## src/rtl/pg_pkg.sv

```systemverilog
package pg_pkg;
  localparam int unsigned FLAG_W   = 2;
  localparam int unsigned FLG_PRIV = 0;
  localparam int unsigned FLG_SEC  = 1;

  localparam logic [3:0] ADR_CTRL  = 4'd0;
  localparam logic [3:0] ADR_PRIV0 = 4'd1;
  localparam logic [3:0] ADR_SEC0  = 4'd3;
  localparam logic [3:0] ADR_FLAGS = 4'd5;
  localparam logic [3:0] ADR_FSET  = 4'd6;
  localparam logic [3:0] ADR_FCLR  = 4'd7;
  localparam logic [3:0] ADR_IEN   = 4'd8;
  localparam logic [3:0] ADR_PEND  = 4'd9;
  localparam logic [3:0] ADR_FID   = 4'd10;
endpackage

```

## src/rtl/pg_attr_check.sv

```systemverilog
module pg_attr_check #(
  parameter int unsigned ID_W  = 6,
  parameter int unsigned MAP_W = 64
) (
  input  logic             en_i,
  input  logic             req_i,
  input  logic [ID_W-1:0]  id_i,
  input  logic             priv_i,
  input  logic             alias_sec_i,
  input  logic [MAP_W-1:0] priv_map_i,
  input  logic [MAP_W-1:0] sec_map_i,
  output logic             priv_fault_o,
  output logic             sec_fault_o,
  output logic             deny_o
);
  logic priv_only, is_secure;

  assign priv_only    = priv_map_i[id_i];
  assign is_secure    = sec_map_i[id_i];
  assign priv_fault_o = en_i & req_i & priv_only & ~priv_i;
  assign sec_fault_o  = en_i & req_i & (is_secure ^ alias_sec_i);
  assign deny_o       = priv_fault_o | sec_fault_o;
endmodule

```

## src/rtl/pg_regs.sv

```systemverilog
module pg_regs
  import pg_pkg::*;
#(
  parameter int unsigned NW   = 2,
  parameter int unsigned ID_W = 6,
  localparam int unsigned MAP_W = NW * 32
) (
  input  logic              clk_i,
  input  logic              rst_ni,
  input  logic              cfg_we_i,
  input  logic [3:0]        cfg_addr_i,
  input  logic [31:0]       cfg_wdata_i,
  output logic [31:0]       cfg_rdata_o,
  input  logic [FLAG_W-1:0] hw_flag_i,
  input  logic              hw_fault_i,
  input  logic [ID_W-1:0]   hw_fid_i,
  output logic              en_o,
  output logic [MAP_W-1:0]  priv_map_o,
  output logic [MAP_W-1:0]  sec_map_o,
  output logic              irq_o
);
  logic              en_q;
  logic [FLAG_W-1:0] flags_q, ien_q, set_v, clr_v, pend;
  logic [ID_W-1:0]   fid_q;

  for (genvar w = 0; w < NW; w++) begin : g_word
    logic [31:0] priv_q, sec_q;
    always_ff @(posedge clk_i or negedge rst_ni) begin
      if (!rst_ni) begin
        priv_q <= '0;
        sec_q  <= '0;
      end else if (cfg_we_i) begin
        if (cfg_addr_i == ADR_PRIV0 + 4'(w)) priv_q <= cfg_wdata_i;
        if (cfg_addr_i == ADR_SEC0 + 4'(w))  sec_q  <= cfg_wdata_i;
      end
    end
    assign priv_map_o[w*32 +: 32] = priv_q;
    assign sec_map_o[w*32 +: 32]  = sec_q;
  end

  assign set_v = (cfg_we_i && cfg_addr_i == ADR_FSET) ? cfg_wdata_i[FLAG_W-1:0] : '0;
  assign clr_v = (cfg_we_i && cfg_addr_i == ADR_FCLR) ? cfg_wdata_i[FLAG_W-1:0] : '0;

  always_ff @(posedge clk_i or negedge rst_ni) begin
    if (!rst_ni) begin
      en_q    <= 1'b1;
      ien_q   <= '0;
      flags_q <= '0;
      fid_q   <= '0;
    end else begin
      if (cfg_we_i && cfg_addr_i == ADR_CTRL) en_q  <= cfg_wdata_i[0];
      if (cfg_we_i && cfg_addr_i == ADR_IEN)  ien_q <= cfg_wdata_i[FLAG_W-1:0];
      // set sources win over clear
      flags_q <= (flags_q & ~clr_v) | set_v | hw_flag_i;
      if (hw_fault_i) fid_q <= hw_fid_i;
    end
  end

  assign pend  = flags_q & ien_q;
  assign irq_o = |pend;
  assign en_o  = en_q;

  always_comb begin
    cfg_rdata_o = '0;
    case (cfg_addr_i)
      ADR_CTRL:  cfg_rdata_o = {31'b0, en_q};
      ADR_FLAGS: cfg_rdata_o = {{(32-FLAG_W){1'b0}}, flags_q};
      ADR_IEN:   cfg_rdata_o = {{(32-FLAG_W){1'b0}}, ien_q};
      ADR_PEND:  cfg_rdata_o = {{(32-FLAG_W){1'b0}}, pend};
      ADR_FID:   cfg_rdata_o = {{(32-ID_W){1'b0}}, fid_q};
      default:   ;
    endcase
    for (int w = 0; w < NW; w++) begin
      if (cfg_addr_i == ADR_PRIV0 + 4'(w)) cfg_rdata_o = priv_map_o[w*32 +: 32];
      if (cfg_addr_i == ADR_SEC0 + 4'(w))  cfg_rdata_o = sec_map_o[w*32 +: 32];
    end
  end

  assert_priv_flag_R4: assert property (@(posedge clk_i) disable iff (!rst_ni)
    hw_flag_i[FLG_PRIV] |=> flags_q[FLG_PRIV]);
  assert_sec_flag_R5: assert property (@(posedge clk_i) disable iff (!rst_ni)
    hw_flag_i[FLG_SEC] |=> flags_q[FLG_SEC]);
  assert_sticky_R7: assert property (@(posedge clk_i) disable iff (!rst_ni)
    (flags_q[FLG_PRIV] && !(cfg_we_i && cfg_addr_i == ADR_FCLR && cfg_wdata_i[FLG_PRIV]))
      |=> flags_q[FLG_PRIV]);
  assert_late_enable_R6: assert property (@(posedge clk_i) disable iff (!rst_ni)
    (flags_q[FLG_PRIV] && $rose(ien_q[FLG_PRIV])) |-> irq_o);
  assert_fid_recent_R10: assert property (@(posedge clk_i) disable iff (!rst_ni)
    hw_fault_i |=> fid_q == $past(hw_fid_i));
endmodule

```

## src/rtl/periph_guard.sv

```systemverilog
module periph_guard
  import pg_pkg::*;
#(
  parameter int unsigned ADDR_W   = 12,
  parameter int unsigned DATA_W   = 32,
  parameter int unsigned N_PERIPH = 64,
  localparam int unsigned ID_W    = $clog2(N_PERIPH),
  localparam int unsigned NW      = (N_PERIPH + 31) / 32
) (
  input  logic              clk_i,
  input  logic              rst_ni,
  input  logic              acc_req_i,
  input  logic              acc_we_i,
  input  logic [ID_W-1:0]   acc_id_i,
  input  logic              acc_priv_i,
  input  logic              acc_alias_sec_i,
  input  logic [ADDR_W-1:0] acc_addr_i,
  input  logic [DATA_W-1:0] acc_wdata_i,
  output logic [DATA_W-1:0] acc_rdata_o,
  output logic              per_req_o,
  output logic              per_we_o,
  output logic [ADDR_W-1:0] per_addr_o,
  output logic [DATA_W-1:0] per_wdata_o,
  input  logic [DATA_W-1:0] per_rdata_i,
  input  logic              cfg_we_i,
  input  logic [3:0]        cfg_addr_i,
  input  logic [31:0]       cfg_wdata_i,
  output logic [31:0]       cfg_rdata_o,
  output logic              irq_o
);
  localparam int unsigned MAP_W = NW * 32;

  logic             en, priv_fault, sec_fault, deny;
  logic [MAP_W-1:0] priv_map, sec_map;

  pg_attr_check #(.ID_W(ID_W), .MAP_W(MAP_W)) u_check (
    .en_i(en), .req_i(acc_req_i), .id_i(acc_id_i), .priv_i(acc_priv_i),
    .alias_sec_i(acc_alias_sec_i), .priv_map_i(priv_map), .sec_map_i(sec_map),
    .priv_fault_o(priv_fault), .sec_fault_o(sec_fault), .deny_o(deny)
  );

  pg_regs #(.NW(NW), .ID_W(ID_W)) u_regs (
    .clk_i, .rst_ni, .cfg_we_i, .cfg_addr_i, .cfg_wdata_i, .cfg_rdata_o,
    .hw_flag_i({sec_fault, priv_fault}), .hw_fault_i(deny), .hw_fid_i(acc_id_i),
    .en_o(en), .priv_map_o(priv_map), .sec_map_o(sec_map), .irq_o
  );

  assign per_req_o   = acc_req_i & ~deny;
  assign per_we_o    = acc_we_i & ~deny;
  assign per_addr_o  = acc_addr_i;
  assign per_wdata_o = acc_wdata_i;
  assign acc_rdata_o = deny ? '0 : per_rdata_i;

  assert_priv_block_R1: assert property (@(posedge clk_i) disable iff (!rst_ni)
    (acc_req_i && en && priv_map[acc_id_i] && !acc_priv_i) |-> (!per_req_o && !per_we_o));
  assert_zero_read_R2: assert property (@(posedge clk_i) disable iff (!rst_ni)
    (acc_req_i && !per_req_o) |-> acc_rdata_o == '0);
  assert_disabled_fwd_R9: assert property (@(posedge clk_i) disable iff (!rst_ni)
    !en |-> (per_req_o == acc_req_i && per_we_o == acc_we_i));
endmodule

```

## config.mk

```make
export PLATFORM = sky130hd
export DESIGN_NAME = periph_guard
export DESIGN_NICKNAME = d
export VERILOG_FILES = /design/src/rtl/pg_pkg.sv /design/src/rtl/pg_attr_check.sv /design/src/rtl/pg_regs.sv /design/src/rtl/periph_guard.sv
export SDC_FILE = /design/constraint.sdc
export NUM_CORES = 1
export LEC_CHECK = 0
export BUFFER_PORTS_ARGS = -buffer_cell sky130_fd_sc_hd__buf_2
export CORE_ASPECT_RATIO = 0.75
export CORE_UTILIZATION = 41
export CTS_BUF_LIST = sky130_fd_sc_hd__clkbuf_4 sky130_fd_sc_hd__clkbuf_8
export CTS_CLUSTER_DIAMETER = 40
export DETAILED_ROUTE_END_ITERATION = 10
export GPL_TIMING_DRIVEN = 0
export PLACE_DENSITY = 0.69
export SKIP_CTS_REPAIR_TIMING = 1
export SLEW_MARGIN = 20
export SYNTH_ARGS = -nofsm -noshare
export SYNTH_HDL_FRONTEND = slang
export SYNTH_SLANG_ARGS = --single-unit
```

## constraint.sdc

```tcl
create_clock -name clk_i -period 2.55 [get_ports clk_i]
set_input_delay 0.1275 -clock clk_i [delete_from_list [all_inputs] [get_ports clk_i]]
set_output_delay 0.1275 -clock clk_i [all_outputs]
set_load 0.005 [all_outputs]
```

Word level (Yosys, flattened, before mapping)
Cells that the tools add are included.
Cells by class
  add/subtract/negate cells: 0
  multipliers: 0
  divide/modulo/power cells: 0
  $lt $le $gt $ge: 1
  eq/ne operators: 10
  shift operators: 0
  muxes and demuxes: 12
  bitwise logic cells: 15
  reductions and logical operators: 10
Operators by type and width (count)
  32-bit 2-to-1 mux: 5
  6-bit one-hot mux with 5 select lines: 1
  4-bit by 3-bit equality test with 1-bit output (second input constant): 4
  1-bit binary-select mux with 6-bit select: 2
  4-bit equality test (second input constant): 3
  4-bit by 2-bit equality test with 1-bit output (second input constant): 2
  2-bit AND reduction: 4
  6-bit by 7-bit less-than comparator with 1-bit output (second input constant): 1
  1-bit AND: 6
  2-bit AND: 2
  4-bit by 1-bit equality test with 1-bit output (second input constant): 1
  1-bit logical AND: 4
  4-bit zero test: 1
  2-bit 2-to-1 mux: 2
  2-bit bitwise OR: 2
  1-bit 2-to-1 mux: 2
  1-bit NOT: 2
  2-bit NOT: 1
  2-bit OR reduction: 1
  1-bit bitwise OR: 1
  1-bit XOR: 1
Word-level totals
  register bits after elaboration: 139
  latch bits: 0
  memory bits (writable): 0
  ROM bits: 0
  input port bits: 125
  memories kept: 0

Depth between registers and ports, before layout
Gate-level depths: netlist (run 1).
  depth after elaboration: 7
  gate-level depth with buffers: 12

Cells and area by module
Synthesis (run 1) repeated with hierarchy kept, for this count alone.
Unflattened totals
  cells, all modules: 683
  area total of the unflattened synthesis: 8255.4 µm²
By module, submodules not included
  pg_regs: instances 1, cells an instance 486, area each 6408.6 µm², sequential area each 3479.6 µm²
  pg_attr_check: instances 1, cells an instance 116, area each 1260.0 µm², sequential area each 0.0 µm²
  periph_guard: instances 1, cells an instance 81, area each 586.8 µm², sequential area each 0.0 µm²

Worst setup path before layout (run 1)
Ideal clock, no wire load.
  path type: in2reg
  start: input acc_id_i[1]
  end: register u_regs.fid_q[0]
  library setup time: 0.125 ns
  arrival time: 2.350 ns
  required time: 2.425 ns
  slack: 0.076 ns
  stages: 9
  cell sequence: buf_6 -> buf_12 -> mux4_1 -> mux4_2 -> o2111a_1 -> nor2b_2 -> and3b_2 -> buf_6 -> mux2_2
Between the ends
  word-level cells in the longest chain between the ends: 5
  elaborated cells between the ends (all ways): 9
  those cells by class: mux: 4; bitwise: 5
RTL lines
  start, declared: line periph_guard.sv:14  | input logic [ID_W-1:0] acc_id_i,
  1-bit binary-select mux with 6-bit select (on tied branches): line pg_attr_check.sv:18, pg_attr_check.sv:19
  1-bit 2-to-1 mux (on tied branches): line pg_attr_check.sv:18, pg_attr_check.sv:19
  1-bit AND or 1-bit XOR (tied branches): line pg_attr_check.sv:20, pg_attr_check.sv:21
  1-bit AND (on tied branches): line pg_attr_check.sv:20, pg_attr_check.sv:21
  1-bit bitwise OR (*): line pg_attr_check.sv:22  | assign deny_o = priv_fault_o | sec_fault_o;
  end signal, assigned: line pg_regs.sv:55  | if (hw_fault_i) fid_q <= hw_fid_i;
  end, declared: line pg_regs.sv:24  | logic [ID_W-1:0] fid_q;
Mark *: on every way between the ends. The rest lies on a longest branch, timed or not. The select of a mux whose other input is x is not followed.
A chain may end at the register's enable or synchronous reset.

Worst setup path after layout (run 1)
  start: register u_regs.g_word[0].priv_q[14]
  end: output acc_rdata_o[0]
Between the ends
  word-level cells in the longest chain between the ends: 6
RTL lines
  start, declared: line pg_regs.sv:27  | logic [31:0] priv_q, sec_q;
  start signal, assigned: line pg_regs.sv:33  | if (cfg_addr_i == ADR_PRIV0 + 4'(w)) priv_q <= cfg_wdata_i;
  1-bit binary-select mux with 6-bit select: line pg_attr_check.sv:18  | assign priv_only = priv_map_i[id_i];
  1-bit 2-to-1 mux (implied by the code): line pg_attr_check.sv:18
  1-bit AND (2 in series): line pg_attr_check.sv:20  | assign priv_fault_o = en_i & req_i & priv_only & ~priv_i;
  1-bit bitwise OR: line pg_attr_check.sv:22
  32-bit 2-to-1 mux: line periph_guard.sv:52  | assign acc_rdata_o = deny ? '0 : per_rdata_i;
  end, declared: line periph_guard.sv:19  | output logic [DATA_W-1:0] acc_rdata_o,
No other way between the ends. The select of a mux whose other input is x is not followed.

==> results.md, run 1 <==
* Crit path required time at roughly 2400 ps
* CTS Sinks at approximately 140
* Worst Path Arrival at 3020 ps
* Final setup violation count at 39
* Detailed placement HPWL at around 18000 um
* CTS tree: done
* Reg clk slew, reported paths at around 90 ps
* Status: finished, violations left
* Area occupied by multi-input gates at approximately 4000 um^2
* Sequential share of the synthesized area at 0.4270
* Post-Route WL at around 24000 um
* Post-Syn Area at between 8000 and 9000 um^2
* Cells after DPL at around 1100
* Post-Layout Inst Area at roughly 10000 um^2
* Filler cells at roughly 1700
* RSZ-0062 raised after global routing: true
* Count leader, synth: mux2_2
* GRT overflow at 0
* Worst slew pin tran at around 930 ps
* Cell variety after synth at 44
* MaxCap Viol Count at 0
* Count of nets after finishing at 1073
* Avg Cell Area, Syn at ~12 um^2
* CTS Buffer Depth at 2
* Power Total at between 7 and 8 mW
* Via Count at approximately 6600
* CTS H-tree lvls at 4
* Slew HR at 0.3807
* Synth top cells by count: mux2_2 (143), dfrtp_1 (138), mux2i_1 (62), buf_4 (47), nand2_1 (42)
* Core area at around 20000 um^2
* CP startpoint: u_regs.g_word[0].priv_q[14]
* Inserted Diodes at 0
* Layout cells sized above 1 at 0.5057
* R2r startpoint: u_regs.g_word[0].priv_q[14]
* Vias in the first global route at around 6000
* Largest net degree at the start of global routing at 98
* Min-delay src: cfg_wdata_i[1]
* Cells after Synth at approximately 700
* Power density over the cells at slightly above 700 nW/um^2
* Max FO, Critical Path at 5
* Area delta synth->final at 28.42%
* Max Slew Vio Count at 0
* Final worst slack at -598.6 ps
* Storage cell area at 3480 um^2
* Rows at between 40 and 50
* Most common flop cell mapped by yosys: dfrtp_1
* Area leader, netlist: dfrtp_1
* TritonCTS buffer count at 17
* Hold slack final at -0.3100 ps
* Die H at around 120 um
* Antenna violations before repair at 0
* Root Driver: clkbuf_8
* IO buf count at 190
* Final min period at about 3100 ps
* Worst vdd ir at approximately 360 uV
* Hold Crit Depth at 2
* Number of DRC markers in iteration 0 at around 550
* Routed Antenna Nets at 0
* Post-DP Area at around 9500 um^2
* Min-Delay Path Class: input port to register
* WS Path Type: register to output port
* Die ar. at between 20000 and 25000 um^2
* # IOs at 236
* Final worst-path cycle share at 1.235
* Synth warn at 0
* F_max at 317.6 MHz
* Post-synth top area share at 0.4238
* Routed len/inst at slightly above 20 um
* Reg2reg path depth at 10
* Clock Latency Late Sink at roughly 450 ps
* Die X at around 160 um
* Flops & latches, synth at around 140
* Post-route insts no fill at approximately 1200
* Starting Density at 0.4193
* Leakage power at slightly below 5 nW
* Top cells by area in the synthesized netlist: dfrtp_1 (42%), mux2_2 (20%), mux2i_1 (7.6%)
* Final hold viol count at 1
* Failing checks: negative hold slack, negative setup slack
* Final GP Congestion at around 0.93
* Syn Nets at just over 800
* Final Skew at approximately 11 ps
* Async set-reset flop share out of synthesis at 1.000
* Vias per cell at between 5 and 6
* Number of synthesized flops with an enable pin at 0
* First-pass iteration count of the detailed router at 5
* Worst setup EP type: output port
* First-pass GRT wire length at 35710 um
* Gr usage total at 0.2374
* CP Launch Type: register
* DRC viols at 0
* Setup_tns at -20200 ps
==> sequential cells by signal (all words and copies together) (netlist names) <==
name and count:
u_regs.g_word.priv_q 64, u_regs.flags_q 2, u_regs.g_word.sec_q 64, u_regs.ien_q 2, u_regs.en_o 1, u_regs.fid_q 6
==> metal layers <==
metal,part of all wire,vias up,GRT usage
met4,0.014,0,0.06479
met3,0.078,30,0.05594
met1,0.48,3283,0.3659
met2,0.43,292,0.3264
li1,-,2999,-
met5,0,-,0
==> kinds of logic after synthesis <==
logic type,share of synthesized area
flip-flops,0.4270
buffers and inverters,0.07201
AO/OA/AOI/OAI,0.07355
multiplexers,0.3341
AND/OR/NAND/NOR,0.09335
==> power by group <==
group | internal (mW) | leakage [nW] | switching (mW) | total [mW]
sequential | 2.75 | 1.70 | 0.459 | 3.21
combinational | 1.18 | 2.97 | 0.834 | 2.01
clock | 1.23 | 0.237 | 0.927 | 2.15
==> worst paths after layout <==
path                       slack [ps]                           to
min                              -0.3   u_regs.g_word[1].priv_q[1]
min reg2reg                       530              u_regs.fid_q[3]
max in group asynchronous        1570   u_regs.g_word[0].priv_q[4]
max                              -600               acc_rdata_o[0]
max reg2reg                      -320              u_regs.fid_q[1]
min in group asynchronous         160  u_regs.g_word[1].priv_q[15]
==> metrics by stage <==
step | utilization | setup WS [ps]
floorplan | - | 75.69
global placement | 0.4845 | -737.6
detailed placement | 0.4865 | -744.3
CTS | 0.5108 | -826.5
global route | 0.5385 | -710.4
finish | 0.5385 | -598.6
==> final cells by class <==
| class | count | area share |
|---|---|---|
| multi-input cells | 470 | 0.3938 |
| flip-flops and latches | 139 | 0.3325 |
| repair buffers | 228 | 0.1406 |
| plain buffers | 90 | 0.05691 |
| well taps | 253 | 0.03025 |
| clock buffers | 19 | 0.02499 |
| clock inverters | 13 | 0.02021 |
| inverters | 2 | 0.0007174 |
==> cell usage in the layout, fill, tap and decap left out, types with 23 or more instances in the layout <==
cell type	n
nand2_1	42
dlygate4sd3_1	31
a21oi_1	32
buf_4	50
buf_6	27
nor2_1	34
buf_2	172
a22oi_1	23
o21ai_0	27
mux2_2	140
clkbuf_1	25
dfrtp_1	138
mux2i_1	62
==> critical path: stages (launching register included) <==
cell      delay (ps)
dfrtp_1          400
mux4_2           530
mux4_2           470
nand2b_4         150
nand4b_1         150
nor2b_4          170
and3b_2          240
buf_8            120
buf_4            110
and2_4           140
buf_6             90
(Power assumes the default switching activity.)
==> run 2, diff against run 1 <==
- CORE_MARGIN: unset -> 5
- SYNTH_HIERARCHICAL: unset -> 1
==> results.md, run 2 <==
* Cell variety after synth at 56 (was 44)
* Most common flop cell mapped by yosys: dfrtp_1 (unchanged)
* Worst setup EP type: output port (unchanged)
* CTS H-tree lvls at 4 (unchanged)
* End of the worst register-to-register path: u_regs/fid_q[2] (was u_regs.fid_q[1])
* Status: finished, violations left (unchanged)
* Vias in the first global route at 6614 (was 6099)
* Post-route insts no fill at 1197 (was 1214)
* Max Slew Vio Count at 0 (unchanged)
* Detailed placement HPWL at 18030 um (was 17910 um)
* Slowest cell on crit path: mux4_2 (unchanged)
* Final worst slack at -551.3 ps (was -598.6 ps)
* F_max at 322.4 MHz (was 317.6 MHz)
* WS Path Type: register to output port (unchanged)
* Worst vdd ir at 317.6 uV (was 361.6 uV)
* Min-Delay Path Class: input port to register (unchanged)
* Leakage power at 4.820 nW (was 4.900 nW)
* Layout cells sized above 1 at 0.4718 (was 0.5057)
* CP Launch Type: register (unchanged)
* Antenna violations before repair at 0 (unchanged)
* Area leader, netlist: dfrtp_1 (unchanged)
* Crit path required time at 2420 ps (about the same)
* Synth warn at 6 (was 0)
* Biggest regs: u_regs/g_word.priv_q x64, u_regs/g_word.sec_q x64, u_regs/fid_q x6 (was u_regs.g_word.priv_q x64, u_regs.g_word.sec_q x64, u_regs.fid_q x6)
* Worst Path Arrival at 2970 ps (was 3020 ps)
* CTS Buffer Depth at 2 (unchanged)
* First-pass iteration count of the detailed router at 6 (was 5)
* Starting Density at 0.4119 (was 0.4193)
* Final worst-path cycle share at 1.216 (was 1.235)
* WHS Endpoint: u_regs/g_word[0].priv_q[31] (was u_regs.g_word[1].priv_q[1])
* IO buf count at 190 (unchanged)
* Share of power burned in registers at 0.470 (was 0.435)
* Die X at 173.9 um (was 164.8 um)
* Comb pwr share at 0.259 (was 0.273)
* Final GP Congestion at 0.8559 (was 0.9302)
* Setup_tns at -19630 ps (was -20200 ps)
* Via Count at 6695 (was 6604)
* Post-synth top area share at 0.4183 (was 0.4238)
* Sequential share of the synthesized area at 0.4215 (was 0.4270)
* Count leader, synth: dfrtp_1 (was mux2_2)
* Inserted Diodes at 0 (unchanged)
* Synth top cells by count: dfrtp_1 (138), mux2_2 (102), mux2_1 (62), buf_4 (47), nor2b_1 (40) (was mux2_2 (143), dfrtp_1 (138), mux2i_1 (62), buf_4 (47), nand2_1 (42))
* Commonest non-fill, non-tap cells in the layout: buf_2 (213), dfrtp_1 (138), mux2_2 (102) (was buf_2 (172), mux2_2 (140), dfrtp_1 (138))
* Syn Nets at 808 (was 826)
* Routed len/inst at 20.58 um (was 20.17 um)
* R2R setup slack at -350 ps (was -320 ps)
* Final Skew at 9.216 ps (was 11.20 ps)
* Clock Latency Late Sink at 450 ps (about the same)
* Die H at 132.9 um (was 124.1 um)
* Root Driver: clkbuf_8 (unchanged)
* MaxCap Viol Count at 0 (unchanged)
* Rows at 45 (was 44)
* Min-delay src: cfg_wdata_i[31] (was cfg_wdata_i[1])
* Power density over the cells at 658.5 nW/um^2 (was 705.2 nW/um^2)
* Switch Pwr at 2.042 mW (was 2.220 mW)
* Reg clk slew, reported paths at 80 ps (was 90 ps)
* Int Power at 4.779 mW (was 5.160 mW)
* Most common cell after layout, fill and taps aside: buf_2 (unchanged)
* Final hold viol count at 0 (was 1)
* Cells after Synth at 683 (was 701)
* Gr usage total at 0.2072 (was 0.2374)
* CTS Sinks at 139 (unchanged)
* DRC viols at 0 (unchanged)
* Max incr delay on CP at 530 ps (about the same)
* Slew HR at 0.4448 (was 0.3807)
* R2r startpoint: u_regs/g_word[0].sec_q[27] (was u_regs.g_word[0].priv_q[14])
* Final min period at 3101 ps (was 3149 ps)
* Max FO, Critical Path at 8 (was 5)
* Flops & latches, synth at 139 (unchanged)
* Area delta synth->final at 25.48% (was 28.42%)
* Largest net degree at the start of global routing at 99 (was 98)
* Die ar. at 23100 um^2 (was 20450 um^2)
* Core area at 20040 um^2 (was 19430 um^2)
* Vias per cell at 5.593 (was 5.440)
* GRT overflow at 0 (unchanged)
* Switching share of power at 0.2993 (was 0.3008)
* Final setup violation count at 40 (was 39)
* CTS tree: done (unchanged)
* Top cells by area in the synthesized netlist: dfrtp_1 (42%), mux2_2 (14%), mux2_1 (8.5%) (was dfrtp_1 (42%), mux2_2 (20%), mux2i_1 (7.6%))
* Cells along the critical path: mux4_2, a22oi_2, a31oi_1, nor4_1, nand3_1, a21oi_4, buf_12, and2b_2, buf_6 (was mux4_2, mux4_2, nand2b_4, nand4b_1, nor2b_4, and3b_2, buf_8, buf_4, and2_4, buf_6)
* Count of nets after finishing at 1052 (was 1073)
* First-pass GRT wire length at 37600 um (was 35710 um)
* Hold Crit Depth at 2 (unchanged)
* Routed Antenna Nets at 0 (unchanged)
* Post-Syn Area at 8255 um^2 (was 8149 um^2)
* Post-Route WL at 24640 um (was 24480 um)
* # IOs at 236 (unchanged)
* Cells after DPL at 1132 (was 1145)
* RSZ-0062 raised after global routing: true (unchanged)
* Reg2reg path depth at 9 (was 10)
* Clock power frac at 0.271 (was 0.292)
* Failing checks: negative setup slack (was negative hold slack, negative setup slack)
* TritonCTS buffer count at 17 (unchanged)
* Async set-reset flop share out of synthesis at 1.000 (unchanged)
* Worst slew pin tran at 829.1 ps (was 929.0 ps)
* Avg Cell Area, Syn at 12.09 um^2 (was 11.62 um^2)
* Number of synthesized flops with an enable pin at 0 (unchanged)
* Number of DRC markers in iteration 0 at 621 (was 548)
[run 2: through the flow]
stage | power [mW] | setup slack (ps) | area [um^2] | util | hold WS, ps
floorplan | 4.223 | 36.94 | 8255 | - | -168.1
global placement | 4.856 | -1067 | 9529 | 0.4754 | 384.1
detailed placement | 4.919 | -1103 | 9567 | 0.4773 | 36.09
CTS | 6.780 | -757.6 | 9977 | 0.4978 | -460.7
global route | 7.182 | -652.6 | 10360 | 0.5168 | 5.948
finish | 6.821 | -551.3 | 10360 | 0.5168 | 21.29
[run 2: cell type report]
class | count | area, um^2
well taps | 258 | 322.8
clock inverters | 9 | 113.9
multi-input cells | 449 | 4173
clock buffers | 22 | 296.5
fillers | 1799 | 9686
plain buffers | 93 | 620.6
repair buffers | 225 | 1345
flip-flops and latches | 139 | 3480
inverters | 2 | 7.507
[run 2: cell families (layout without fill, tap and decap cells)]
family                 after synthesis  count (layout)  share of synthesized area
AND/OR/NAND/NOR                    145             145                    0.09852
buffers and inverters               95             351                    0.07563
AO/OA/AOI/OAI                      101             101                    0.08488
flip-flops                         139             139                     0.4215
multiplexers                       203             203                     0.3195
[run 2: metal layers]
metal | GRT usage | vias up | part of all wire
li1 | - | 2991 | -
met1 | 0.3007 | 3332 | 0.44
met2 | 0.3145 | 347 | 0.45
met3 | 0.05427 | 25 | 0.097
met4 | 0.04352 | 0 | 0.0085
met5 | 0 | - | 0
[run 2: how the worst max path moves through the flow]
| stage | from | end | slack, ps | cells past startpoint |
|---|---|---|---|---|
| after floorplan | acc_id_i[1] | u_regs/fid_q[0] | 40 | 10 |
| after global placement | acc_id_i[1] | u_regs/fid_q[3] | -1070 | 11 |
| after detailed placement | acc_id_i[1] | u_regs/fid_q[2] | -1100 | 11 |
| after CTS | u_regs/g_word[0].sec_q[27] | acc_rdata_o[31] | -760 | 8 |
| after global routing | u_regs/g_word[0].sec_q[27] | per_req_o | -650 | 9 |
| final | u_regs/g_word[0].sec_q[27] | acc_rdata_o[31] | -550 | 9 |
[run 2: critical path: cells and delay by family (launching register included)]
family,cells,cell delay [ps]
DFF,1,400
muxes,1,530
AOI/OAI and AO/OA,3,550
and+or+nand+nor,3,790
buffers and inverters,2,250
[run 2: power groups by stage]
stage	Combinational (mW)	Clock, mW	Sequential, mW
after floorplan	1.18	0	3.04
after global routing	1.92	1.98	3.28
final	1.77	1.85	3.21
after global placement	1.64	0	3.21
after detailed placement	1.69	0	3.23
after CTS	1.70	1.89	3.19
==> run 3, diff against run 2 <==
- CORE_UTILIZATION: 41 -> 25
- PLACE_DENSITY: 0.69 -> unset
==> results.md, run 3 (same netlist as run 2, synthesis figures left out) <==
* Status: finished, violations left (unchanged)
* Failing checks: negative setup slack (unchanged)
* Slew HR at 0.4186 (was 0.4448)
* Largest net degree at the start of global routing at 81 (was 99)
* Clock Latency Late Sink at 460 ps (was 450 ps)
* Max incr delay on CP at 370 ps (was 530 ps)
* Count of nets after finishing at 1056 (was 1052)
* Final GP Congestion at 0.8621 (was 0.8559)
* Final hold viol count at 0 (unchanged)
* CP Launch Type: input port (was register)
* Most common cell after layout, fill and taps aside: buf_2 (unchanged)
* CP startpoint: acc_id_i[1] (was u_regs/g_word[0].sec_q[27])
* Final worst slack at -571.2 ps (was -551.3 ps)
* Die ar. at 36790 um^2 (was 23100 um^2)
* Hold slack final at 22.25 ps (was 21.29 ps)
* Final worst-path cycle share at 1.224 (was 1.216)
* CTS Buffer Depth at 2 (unchanged)
* R2r startpoint: u_regs/g_word[0].sec_q[25] (was u_regs/g_word[0].sec_q[27])
* Vias in the first global route at 6528 (was 6614)
* Min-Delay Path Class: input port to register (unchanged)
* Post-DP Area at 9797 um^2 (was 9567 um^2)
* Root Driver: clkbuf_8 (unchanged)
* Via Count at 6682 (was 6695)
* Worst vdd ir at 356.9 uV (was 317.6 uV)
* Max FO, Critical Path at 10 (was 8)
* Cells after DPL at 1316 (was 1132)
* Hold Crit Depth at 2 (unchanged)
* Die X at 219.8 um (was 173.9 um)
* Worst path most repeated cell: buf_2
* Worst slew pin tran at 868.2 ps (was 829.1 ps)
* Delay-heaviest family, CP: buffers and inverters (was simple AND/OR/NAND/NOR gates)
* Final core utilization at 0.3279 (was 0.5168)
* Post-route insts no fill at 1388 (was 1197)
* Setup_tns at -20500 ps (was -19630 ps)
* WS Path Type: input port to output port (was register to output port)
* F_max at 320.4 MHz (was 322.4 MHz)
* Routed Antenna Nets at 0 (unchanged)
* Routed len/inst at 19.85 um (was 20.58 um)
* CTS H-tree lvls at 4 (unchanged)
* DRC viols at 0 (unchanged)
* Power density over the cells at 659.5 nW/um^2 (was 658.5 nW/um^2)
* Final min period at 3121 ps (was 3101 ps)
* Reg clk slew, reported paths at 80 ps (about the same)
* Starting Density at 0.2538 (was 0.4119)
* Area delta synth->final at 29.19% (was 25.48%)
* Cells along the critical path: buf_2, buf_2, clkbuf_4, buf_2, mux4_2, a22oi_1, nand2_1, nand4b_1, nand3_1, buf_4, a21oi_4, buf_12, buf_6, nor2b_1, buf_2 (was mux4_2, a22oi_2, a31oi_1, nor4_1, nand3_1, a21oi_4, buf_12, and2b_2, buf_6)
* Max Slew Vio Count at 0 (unchanged)
* IO buf count at 190 (unchanged)
* Vias per cell at 4.814 (was 5.593)
* Post-Layout Inst Area at 10670 um^2 (was 10360 um^2)
* Power Total at 7.034 mW (was 6.821 mW)
* MaxCap Viol Count at 0 (unchanged)
* Detailed placement HPWL at 20510 um (was 18030 um)
* Layout cells sized above 1 at 0.4862 (was 0.4718)
* Reg2reg path depth at 10 (was 9)
* Biggest regs: u_regs/g_word.priv_q x64, u_regs/g_word.sec_q x64, u_regs/fid_q x6 (unchanged)
* CTS Sinks at 139 (unchanged)
* First-pass iteration count of the detailed router at 5 (was 6)
* Dpl ws at -1138 ps (was -1103 ps)
* Worst Path Arrival at 2990 ps (was 2970 ps)
* Min-delay src: acc_id_i[4] (was cfg_wdata_i[31])
* Antenna violations before repair at 3 (was 0)
* Rows at 57 (was 45)
* TritonCTS buffer count at 17 (unchanged)
* Die H at 167.4 um (was 132.9 um)
* R2R setup slack at -250 ps (was -350 ps)
* Leakage power at 4.840 nW (was 4.820 nW)
* RSZ-0062 raised after global routing: true (unchanged)
* Final setup violation count at 40 (unchanged)
* # IOs at 236 (unchanged)
* WHS Endpoint: u_regs/fid_q[4] (was u_regs/g_word[0].priv_q[31])
* Gr usage total at 0.1433 (was 0.2072)
* Worst setup EP type: output port (unchanged)
* Commonest non-fill, non-tap cells in the layout: buf_2 (215), dfrtp_1 (138), mux2_2 (102) (was buf_2 (213), dfrtp_1 (138), mux2_2 (102))
* CTS tree: done (unchanged)
* Core area at 32520 um^2 (was 20040 um^2)
* Crit path required time at 2420 ps (about the same)
* GRT overflow at 0 (unchanged)
* Post-Route WL at 27560 um (was 24640 um)
* First-pass GRT wire length at 40100 um (was 37600 um)
* End of the worst register-to-register path: u_regs/fid_q[2] (unchanged)
* Final Skew at 12.30 ps (was 9.216 ps)
* Crit path buf inv count at 8 (was 2)
* Number of DRC markers in iteration 0 at 526 (was 621)
* Slowest cell on crit path: mux4_2 (unchanged)
==> run 3: layout make-up <==
cell class | count | area (um^2)
well taps | 442 | 553.0
plain buffers | 93 | 629.4
multi-input cells | 449 | 4179
fillers | 3348 | 21860
repair buffers | 229 | 1371
clock inverters | 10 | 137.6
clock buffers | 22 | 302.8
flip-flops and latches | 139 | 3480
diodes | 2 | 5.005
inverters | 2 | 7.507
==> run 3: worst max path at each step <==
stage          cells after the start  slack (ps)         endpoint
5_1_grt                            9        -620   acc_rdata_o[0]
2_1_floorplan                     10          40  u_regs/fid_q[0]
3_5_place_dp                      11       -1140  u_regs/fid_q[2]
6_report                          15        -570  acc_rdata_o[22]
3_3_place_gp                      11       -1100  u_regs/fid_q[3]
4_1_cts                            8        -750        per_req_o
==> run 3: power breakdown <==
| group | leakage, nW | internal, mW | switching [mW] | total (mW) |
|---|---|---|---|---|
| Combinational | 2.92 | 1.06 | 0.746 | 1.81 |
| Clock | 0.221 | 1.10 | 0.908 | 2.00 |
| Sequential | 1.70 | 2.75 | 0.468 | 3.22 |
==> run 3: metal layers <==
metal,share of wire,GRT usage,vias up
met2,0.43,0.2064,346
met5,0.0030,0,-
met3,0.098,0.04458,15
li1,-,-,2984
met4,0.0060,0.03092,4
met1,0.46,0.2112,3333
